<file path="src/rtl/ohg_pkg.sv">
// Package ohg_pkg: shared types for the self-recovering one-hot sequencer.
// Assumes: nothing beyond IEEE 1800-2017.
package ohg_pkg;
    // Kind of update applied to the state register on the next edge.
    typedef enum logic [1:0] {
        UPD_HOLD    = 2'd0,
        UPD_STEP    = 2'd1,
        UPD_RECOVER = 2'd2,
        UPD_LOAD    = 2'd3
    } upd_e;
endpackage

</file>
<file path="src/rtl/ohg_legal.sv">
// Module ohg_legal: flags a vector that is not exactly one-hot.
// Detects both the all-zero value and any value with two or more bits set.
// Assumes: N >= 2. clk/rst_n are used only by the assertion.
module ohg_legal #(
    parameter int N = 9
) (
    input  logic         clk,
    input  logic         rst_n,
    input  logic [N-1:0] vec,
    output logic         illegal
);
    logic any_set;
    logic multi_set;

    // Scan bits: note any bit seen, and any bit seen after another one.
    always_comb begin
        any_set   = 1'b0;
        multi_set = 1'b0;
        for (int i = 0; i < N; i++) begin
            multi_set = multi_set | (any_set & vec[i]);
            any_set   = any_set | vec[i];
        end
    end

    // Illegal when nothing is set or more than one bit is set.
    assign illegal = ~any_set | multi_set;

    assert_flag_R5: assert property (@(posedge clk) disable iff (!rst_n)
        illegal == ($countones(vec) != 1))
        else $error("R5 illegal flag disagrees with bit count");
endmodule

</file>
<file path="src/rtl/ohg_next.sv">
// Module ohg_next: next-state selection for the one-hot ring.
// Priority: injection, then recovery, then step, then hold.
// Assumes: cur is the registered state; illegal comes from ohg_legal.
module ohg_next
    import ohg_pkg::*;
#(
    parameter int N = 9
) (
    input  logic [N-1:0] cur,
    input  logic         illegal,
    input  logic         advance,
    input  logic         inj_en,
    input  logic [N-1:0] inj_val,
    output logic [N-1:0] nxt,
    output upd_e         upd
);
    localparam logic [N-1:0] INIT = {{(N-1){1'b0}}, 1'b1};

    // Choose the update kind and the value to load.
    always_comb begin
        if (inj_en) begin
            upd = UPD_LOAD;
            nxt = inj_val;
        end else if (illegal) begin
            upd = UPD_RECOVER;
            nxt = INIT;
        end else if (advance) begin
            upd = UPD_STEP;
            nxt = {cur[N-2:0], cur[N-1]};
        end else begin
            upd = UPD_HOLD;
            nxt = cur;
        end
    end
endmodule

</file>
<file path="src/rtl/ohg_reg.sv">
// Module ohg_reg: state register and registered recovery pulse.
// Assumes: synchronous active-low reset; upd comes from ohg_next.
module ohg_reg
    import ohg_pkg::*;
#(
    parameter int N = 9
) (
    input  logic         clk,
    input  logic         rst_n,
    input  logic [N-1:0] nxt,
    input  upd_e         upd,
    output logic [N-1:0] state,
    output logic         recovered
);
    localparam logic [N-1:0] INIT = {{(N-1){1'b0}}, 1'b1};

    // Load the next state and note when this edge was a recovery.
    always_ff @(posedge clk) begin
        if (!rst_n) begin
            state     <= INIT;
            recovered <= 1'b0;
        end else begin
            state     <= nxt;
            recovered <= (upd == UPD_RECOVER);
        end
    end

    assert_recover_R6: assert property (@(posedge clk) disable iff (!rst_n)
        (upd == UPD_RECOVER) |=> (state == INIT) && recovered)
        else $error("R6 recovery did not land in the initial state");

    assert_pulse_R7: assert property (@(posedge clk) disable iff (!rst_n)
        recovered |=> !recovered)
        else $error("R7 recovery pulse longer than one cycle");
endmodule

</file>
<file path="src/rtl/ohg_top.sv">
// Module ohg_top: nine-state one-hot ring sequencer with explicit recovery
// from illegal register values. The inj_* port is a test hook only.
// Assumes: N_STATES >= 2; inj_en is tied low in functional use.
module ohg_top
    import ohg_pkg::*;
#(
    parameter int N_STATES = 9
) (
    input  logic                clk,
    input  logic                rst_n,
    input  logic                advance,
    input  logic                inj_en,
    input  logic [N_STATES-1:0] inj_val,
    output logic [N_STATES-1:0] state,
    output logic                illegal,
    output logic                recovered
);
    logic [N_STATES-1:0] nxt;
    upd_e                upd;

    ohg_legal #(.N(N_STATES)) u_legal (
        .clk     (clk),
        .rst_n   (rst_n),
        .vec     (state),
        .illegal (illegal)
    );

    ohg_next #(.N(N_STATES)) u_next (
        .cur     (state),
        .illegal (illegal),
        .advance (advance),
        .inj_en  (inj_en),
        .inj_val (inj_val),
        .nxt     (nxt),
        .upd     (upd)
    );

    ohg_reg #(.N(N_STATES)) u_reg (
        .clk       (clk),
        .rst_n     (rst_n),
        .nxt       (nxt),
        .upd       (upd),
        .state     (state),
        .recovered (recovered)
    );

    assert_step_R2: assert property (@(posedge clk) disable iff (!rst_n)
        (!illegal && !inj_en && advance) |=>
            state == $past({state[N_STATES-2:0], state[N_STATES-1]}))
        else $error("R2 step did not rotate the state");

    assert_hold_R4: assert property (@(posedge clk) disable iff (!rst_n)
        (!illegal && !inj_en && !advance) |=> $stable(state))
        else $error("R4 state changed without advance");

    assert_inject_R8: assert property (@(posedge clk) disable iff (!rst_n)
        inj_en |=> (state == $past(inj_val)) && !recovered)
        else $error("R8 injected value not loaded");
endmodule

</file>
<file path="config.mk">
export PLATFORM = sky130hd
export DESIGN_NAME = ohg_top
export DESIGN_NICKNAME = d
export VERILOG_FILES = /design/src/rtl/ohg_pkg.sv /design/src/rtl/ohg_legal.sv /design/src/rtl/ohg_next.sv /design/src/rtl/ohg_reg.sv /design/src/rtl/ohg_top.sv
export SDC_FILE = /design/constraint.sdc
export NUM_CORES = 1
export LEC_CHECK = 0
export ABC_AREA = 1
export BUFFER_PORTS_ARGS = -buffer_cell sky130_fd_sc_hd__buf_2
export CORE_UTILIZATION = 47
export DETAILED_ROUTE_END_ITERATION = 16
export PLACE_DENSITY = 0.79
export SLEW_MARGIN = 5
export SYNTH_ARGS = -nofsm -noshare
export SYNTH_HDL_FRONTEND = slang
export SYNTH_HIERARCHICAL = 1
export SYNTH_SLANG_ARGS = --single-unit
</file>
<file path="constraint.sdc">
create_clock -name clk -period 1.6 [get_ports clk]
set_input_delay 0.24 -clock clk [delete_from_list [all_inputs] [get_ports clk]]
set_output_delay 0.24 -clock clk [all_outputs]
set_load 0.01 [all_outputs]
</file>
Yosys cells after proc, flatten, opt, wreduce, memory -nomap -nowiden
Cells that the tools add are included.
{"block": "op_classes", "multipliers": 0, "shifts": 0, "n_reduce_logical": 1, "n_lt_le_gt_ge": 0, "n_bitwise": 25, "n_eq_ne": 1, "mux": 6, "div_mod_pow": 0, "add_sub_neg": 0}
{"cell": "9-bit two-way mux", "n": 3}
{"cell": "1-bit bitwise OR", "n": 16}
{"cell": "1-bit bitwise AND", "n": 8}
{"cell": "2-bit two-way mux", "n": 2}
{"cell": "3-bit nonzero test", "n": 1}
{"cell": "2-bit == test (second input constant)", "n": 1}
{"cell": "1-bit two-way mux", "n": 1}
{"cell": "1-bit inverter", "n": 1}
{"block": "totals", "in_bits": 13, "memories": 0, "register_bits": 10, "out_inout_bits": 11, "ramBits": 0, "romBits": 0, "latchBits": 0}

Logic depth before layout (Yosys ltp)
Gate-level depths: netlist (run 1).
{"block": "logic_depth", "ltp_word": 13, "ltp_mapped": 12, "depth_no_buf": 12}

Cells and area by module
The synthesis (run 1) kept the hierarchy.
{"module": "ohg_reg", "seq_area_each_um2": 200.2, "area_per_inst_um2": 291.5, "n_inst": 1, "cells_each": 31}
{"module": "ohg_next", "seq_area_each_um2": 0.0, "area_per_inst_um2": 272.8, "n_inst": 1, "cells_each": 61}
{"module": "ohg_legal", "seq_area_each_um2": 0.0, "area_per_inst_um2": 118.9, "n_inst": 1, "cells_each": 23}

Worst setup path after synthesis (run 1)
Ideal clock, no wire load.
{"block": "synth_path", "path_type": "reg2reg", "start": "reg u_reg.state[1]", "end": "reg u_reg.state[0]", "period_less_slack_ns": 1.648, "stages_incl_launch_ff": 13, "t_arrival_ns": 1.535, "slack_ns": -0.048, "setup_ns": 0.113, "n_path_buf": 0, "required_ns": 1.487, "path_cell_list": "dfxtp_1 nor2_4 nand4_2 nor2_2 nand2_1 o21ai_1 nand3_1 nor2_8 nand3_1 nand2_1 inv_1 inv_1 nand2_1"}
{"block": "synth_via", "elab_chain_cells": 12, "elab_cells_between_ends": 28, "cone_classes": "mux: 2; bitwise: 25; reduce/logical: 1"}
{"item": "from (decl)", "line": "ohg_reg.sv:12", "text": "output logic [N-1:0] state,"}
{"item": "from (signal assigned)", "line": "ohg_reg.sv:23", "text": "state <= nxt;"}
{"item": "1-bit bitwise OR", "line": "ohg_legal.sv:21", "text": "any_set = any_set | vec[i];"}
{"item": "1-bit bitwise AND / 1-bit bitwise OR (equally long branches)", "line": "ohg_legal.sv:20, ohg_legal.sv:21"}
{"item": "1-bit bitwise OR, or another cell as far along (6 in a row)", "line": "ohg_legal.sv:20", "text": "multi_set = multi_set | (any_set & vec[i]);"}
{"item": "1-bit bitwise OR / 1-bit inverter (equally long branches)", "line": "ohg_legal.sv:20, ohg_legal.sv:26"}
{"item": "1-bit bitwise OR (*)", "line": "ohg_legal.sv:26", "text": "assign illegal = ~any_set | multi_set;"}
{"item": "named net illegal", "line": "ohg_top.sv:15", "text": "output logic illegal,"}
{"item": "9-bit two-way mux (*)", "line": "ohg_next.sv:24", "text": "end else if (illegal) begin"}
{"item": "9-bit two-way mux (*)", "line": "ohg_next.sv:21", "text": "if (inj_en) begin"}
{"item": "named net nxt[0]", "line": "ohg_top.sv:18", "text": "logic [N_STATES-1:0] nxt;"}
Mark *: on every way through the listed nets, which the timed path passes. The rest lies on a longest branch.
A chain may end at the register's enable or synchronous reset.

Worst setup path in the final report (run 1)
{"block": "layout_path", "start": "reg u_reg.state[0]", "end": "out illegal"}
{"block": "layout_via", "elab_chain_cells": 10, "elab_cells_between_ends": 25, "cone_classes": "bitwise: 25"}
{"item": "1-bit bitwise OR", "line": "ohg_legal.sv:21"}
{"item": "1-bit bitwise AND / 1-bit bitwise OR (equally long branches)", "line": "ohg_legal.sv:20, ohg_legal.sv:21"}
{"item": "1-bit bitwise OR, or another cell as far along (6 in a row)", "line": "ohg_legal.sv:20"}
{"item": "1-bit bitwise OR / 1-bit inverter (equally long branches)", "line": "ohg_legal.sv:20, ohg_legal.sv:26"}
{"item": "1-bit bitwise OR (*)", "line": "ohg_legal.sv:26"}
{"item": "to (decl)", "line": "ohg_top.sv:15"}
Mark *: on every way between the ends. The rest lies on a longest branch, timed or not.

==> results.toml, run 1 <==
[power_and_ir_drop]
leakagePower_nw = 0.5433
seq_power_share_pct = 39.1
swShare_pct = 32.13
p_sw_uw = 231.9
max-vdd-ir-drop_uv = 595.6
power.internal_uw = 489.8
p_clk_share_pct = 31.1
pwr-share-comb_pct = 29.7
power.density_nw_per_um2 = 784.8

[layout]
mostFrequentLayoutCells = "46 x nand2_1, 23 x buf_2, 22 x inv_1"
multi_input_area_sq_um = 421.7
area_delta_synth_final_pct = 34.62
drive_gt1_share_pct = 34.97
finalNetCount = 157
diodes = 0
final_common_cell = "nand2_1"
fillCellCount = 115
register_area_sq_um = 207.7

[timing]
max-slew-margin-rel_pct = 78.53
tns_ps = -111.1
tightest_slew_ps = 322.0
min_period_ps = 1652
report.final.slew_viol_count = 0
setup_viol = 5
finClkSkew_ps = 1.471
max_freq_mhz = 605.2
rsz0062_at_grt = "true"
hold_viol_final = 0
worst_slack_ps = -52.35
period_share_pct = 103.3

[route]
first_pass_iters = 4
vias = 763
vias_per_cell = 4.829
drt_first_iter_violations = 19
totalWireLength_um = 1572
wire_per_inst_um = 9.949
drc = 0
ant_nets = 0

[setup_path]
r2r_slack_ps = -40
arrival_ps = 1410
critical_path.max_fanout = 6
worstPathRequired_ps = 1360
worstSetupPathType = "reg -> out"
crit_path_end_kind = "primary output"
worst_setup_path_start_kind = "register"

[floorplanning]
die_height_um = 40.13
ios = 24
rows = 13
initial_core_util_pct = 51.22
core_area_sq_um = 1334
die-area_sq_um = 1610
die_w_um = 40.13

[synth]
ys_seq_area_share_pct = 29.30
yosys_warnings = 6
ys_types = 20
muxShareOfSynthArea_pct = 0
yosys_register_bits = 10
synthCells = 115
syn_area_sq_um = 683.2
synth_top_area_share_pct = 29.30
synth-compound-area-share_pct = 4.212
yosysTopAreaCell = "dfxtp_1"
synth_top_family_by_area = "simple AND/OR/NAND/NOR gates"
synth-adder-area-share_pct = 0
synth-xor-area-share_pct = 1.282
synth_area_leaders = "dfxtp_1 29%, nand2_1 26%, inv_1 13%"
synthSimpleGateAreaFrac_pct = 47.44
synth.avg_cell_area_sq_um = 5.940
synth_nets = 128

[global_routing]
antenna_found_initial = 0
grt_overflow = 0
grt_pass1_wl_um = 2180
grt_pass1_vias = 560
grt_max_degree = 12
grt_usage_pct = 20.90

[clocking]
htree_levels = 1
ctsHoldBuffers = 0
cts_tree = "yes"
clk_pin_slew_worst_paths_ps = 70
cts_buffers = 3
cts_root_buf = "clkbuf_4"
clkLatencyLatePin_ps = 260
clock_sinks = 10
clock_path_buffers = 2

[placement]
dp_hpwl_um = 1050
dp_slack_ps = -36.19
place.gp.congestion = 0.8038
io_buffers = 23

[hold_path]
hp-class = "in -> reg"

[outcome]
outcome = "finished with violations"
violations = "negative setup slack"

[run]
maxCapViolations = 0
-- metal layers --
metal | vias up | GRT usage (%) | wire length, um
met5 | - | 0 | 0
met3 | 2 | 5.000 | 64
met1 | 337 | 25.41 | 729
met2 | 27 | 33.87 | 766
li1 | 397 | - | -
met4 | 0 | 10.34 | 12
-- registers in the layout (all words and copies together), names as in the netlist --
name	flops
u_reg/state	9
u_reg/recovered	1
-- metrics by stage --
stage | hold WS [ps] | total power, mW | util (%) | area (sq um) | std cells
after floorplan | 426.0 | 0.4150 | - | 688.2 | 115
final | 252.5 | 0.7218 | 68.95 | 919.6 | 158
after global placement | 514.5 | 0.4604 | 60.13 | 802.0 | 151
after global routing | 251.3 | 0.7708 | 68.95 | 919.6 | 158
after CTS | 243.0 | 0.7197 | 66.04 | 880.8 | 158
after detailed placement | 522.9 | 0.4648 | 60.13 | 802.0 | 151
-- synthesized netlist by cell type, drive strengths merged --
master / number
a21oi: 1
buf: 3
clkinv: 1
dfxtp: 10
inv: 24
nand2: 49
nand3: 12
nand4: 1
nor2: 8
o21ai: 4
or2: 1
xnor2: 1
-- final timing paths --
| path | to | startpoint | cells past startpoint |
|---|---|---|---|
| min | u_reg/state[6] | inj_val[6] | 5 |
| max reg2reg | u_reg/state[0] | u_reg/state[0] | 13 |
| max | illegal | u_reg/state[0] | 7 |
| min reg2reg | u_reg/state[6] | u_reg/state[6] | 6 |
-- final cells by class --
cell class,count,share of cell area (%)
Sequential cell,10,22.59
Inverter,25,10.20
Timing Repair Buffer,26,15.37
Multi-Input combinational cell,78,45.85
Tap cell,15,2.041
Clock buffer,4,3.946
-- timing repair --
action,in CTS,in global routing
setup endpoints to repair,3,11
cloned,1,0
pin swaps,5,7
resized for setup,7,9
buffers inserted,2,0
-- power by group through the flow --
| stage | Combinational (mW) | Sequential [mW] | Clock [mW] |
|---|---|---|---|
| 2_1_floorplan | 0.121 | 0.294 | 0 |
| 3_3_place_gp | 0.174 | 0.286 | 0 |
| 3_5_place_dp | 0.177 | 0.288 | 0 |
| 4_1_cts | 0.203 | 0.282 | 0.234 |
| 5_1_grt | 0.236 | 0.285 | 0.250 |
| 6_report | 0.215 | 0.283 | 0.225 |
-- kinds of logic (layout without fill, tap and decap cells) --
group,count (synthesis),in the layout
xor gates and xnor gates,1,1
buffers and inverters,28,55
AOI/OAI and AO/OA,5,5
DFF,10,10
and+or+nand+nor,71,72
-- worst max-delay path: stages, from the launching register on --
cell     delay (ps)
dfxtp_4         370
nor2_4          150
nand4_4         110
nor2_4          110
nor2_1           50
nor2_1          120
nand3_2          90
buf_2           150
No activity file was read; power rests on OpenSTA's default activity.
==> run 2, diff against run 1 <==
--- a/config.mk
+++ b/config.mk
@@ -10,6 +10,7 @@
 export CORE_UTILIZATION = 47
 export DETAILED_ROUTE_END_ITERATION = 16
 export PLACE_DENSITY = 0.79
+export RECOVER_POWER = 25
 export SLEW_MARGIN = 5
 export SYNTH_ARGS = -nofsm -noshare
 export SYNTH_HDL_FRONTEND = slang
==> run 2 against run 1 <==
Effect of this change:
- routed wire length rose by 0.83%
- first-iteration DRC count did not move
- non-clock buffer count did not move
- clock skew barely moved
- sequential share of layout area barely moved
- core utilization fell by 0.094 points
- critical path depth did not move
- combinational power barely moved
- the run still ends with negative setup slack left
- worst setup slack got worse by 1.0 ps
- flip-flop and latch count did not move
- die area did not move
- worst hold slack got worse by 1.0 ps
==> results.toml, run 2 (synthesis gave the netlist of run 1 again) <==
[outcome]
outcome = "finished with violations"
violations = "negative setup slack"

[setup_path]
cp.buffers_inverters = 1
cp_slowest_stage_delay_ps = 370
slowest_stage = "dfxtp_4"
arrival_ps = 1410
crit_chain = "nor2_4 -> nand4_4 -> nor2_4 -> nor2_1 -> nor2_1 -> nand3_2 -> buf_2"
r2r_slack_ps = -40
worstPathRequired_ps = 1360
cp_top_family = "simple AND/OR/NAND/NOR gates"
worst_setup_path_start_kind = "register"
crit-reg2reg-capture = "u_reg/state[0]"
r2r_start = "u_reg/state[0]"
crit_path_end_kind = "primary output"
worstSetupPathType = "reg -> out"
critical_path.max_fanout = 6
rr_worst_depth = 13

[layout]
fillCellCount = 116
area_delta_synth_final_pct = 34.43
mostFrequentLayoutCells = "46 x nand2_1, 22 x buf_2, 22 x inv_1"
final_common_cell = "nand2_1"
finalNetCount = 157
top_regs = "u_reg/state x9, u_reg/recovered x1"
drive_gt1_share_pct = 34.27
top_register = "u_reg/state"
largest_register_ffs = 9
instances_no_fill = 158
diodes = 0
final_core_util_pct = 68.86

[floorplanning]
core_area_sq_um = 1334
die_w_um = 40.13
initial_core_util_pct = 51.22
rows = 13
ios = 24
die_height_um = 40.13
die-area_sq_um = 1610

[clocking]
clk_pin_slew_worst_paths_ps = 70
clkLatencyLatePin_ps = 260
cts_buffers = 3
clock_sinks = 10
clock_path_buffers = 2
cts_tree = "yes"
cts_root_buf = "clkbuf_4"
htree_levels = 1

[global_routing]
grt_max_degree = 12
grt_pass1_vias = 560
grt_overflow = 0
antenna_found_initial = 0
grt_usage_pct = 20.90
grt_pass1_wl_um = 2180

[placement]
io_buffers = 23
dp_cells = 151
place.gp.congestion = 0.8038
dp_hpwl_um = 1050

[timing]
max_freq_mhz = 604.8
fin_hold_ws_ps = 251.5
tns_ps = -126.6
hold_viol_final = 0
worst_slack_ps = -53.35
period_share_pct = 103.3
min_period_ps = 1653
setup_viol = 5
finClkSkew_ps = 1.369
max-slew-margin-rel_pct = 78.55
rsz0062_at_grt = "true"
tightest_slew_ps = 321.7
report.final.slew_viol_count = 0

[power_and_ir_drop]
fin_total_pwr_uw = 721.9
max-vdd-ir-drop_uv = 595.3
leakagePower_nw = 0.5395
power.density_nw_per_um2 = 786.0

[route]
ant_nets = 0
vias = 766
first_pass_iters = 4
totalWireLength_um = 1585
drt_first_iter_violations = 19
vias_per_cell = 4.848
wire_per_inst_um = 10.03
drc = 0

[hold_path]
hp-class = "in -> reg"
hold_start = "inj_val[5]"
hold_end = "u_reg/state[5]"
holdPathStages = 5

[run]
maxCapViolations = 0
## run 2: per-layer routing
metal  vias up  track usage, %  part of all wire [%]
met5         -               0                     0
met4         0           10.34                  0.76
met3         2           5.000                   4.4
met2        28           33.87                    49
met1       340           25.41                    46
li1        396               -                     -
## run 2: final cells by class
class | instances | area [sq um] | area share, %
Multi-Input combinational cell | 78 | 421.7 | 45.91
Sequential cell | 10 | 207.7 | 22.62
Timing Repair Buffer | 26 | 140.1 | 15.26
Inverter | 25 | 93.84 | 10.22
Clock buffer | 4 | 36.28 | 3.951
Tap cell | 15 | 18.77 | 2.044
## run 2: tightest hold or removal path, stage by stage
cell and delay (ps):
buf_2 70, nand2_1 40, nand2_1 50, nand2_1 40, inv_1 40
## run 2: worst max-delay path by stage
stage / to / startpoint / slack [ps] / cells past startpoint
after global routing: illegal / u_reg/state[0] / -150 / 7
after detailed placement: u_reg/state[0] / u_reg/state[1] / -40 / 12
after global placement: u_reg/state[0] / u_reg/state[1] / 10 / 12
after floorplan: u_reg/state[0] / u_reg/state[1] / 40 / 12
after CTS: illegal / u_reg/state[1] / -60 / 7
final: illegal / u_reg/state[0] / -50 / 7
## run 2: report_power, final
group          switching, mW  internal, mW  leakage, nW
logic                  0.128        0.0865        0.435
registers             0.0180         0.265       0.0832
clock network         0.0866         0.138       0.0210
total                  0.233         0.489        0.539
## run 2: what timing repair did
action                                  4_1_cts  5_1_grt
hold buffers                                  0        0
pin swaps                                     5        7
setup buffers                                 2        0
resized for setup                             7        9
gates cloned                                  1        0
endpoints found under the setup margin        3       11
## run 2: per-stage QoR
stage | setup slack [ps] | area (sq um)
floorplan | 43.31 | 688.2
global placement | 14.73 | 802.0
detailed placement | -36.19 | 802.0
CTS | -64.43 | 880.8
global route | -146.1 | 918.4
finish | -53.35 | 918.4
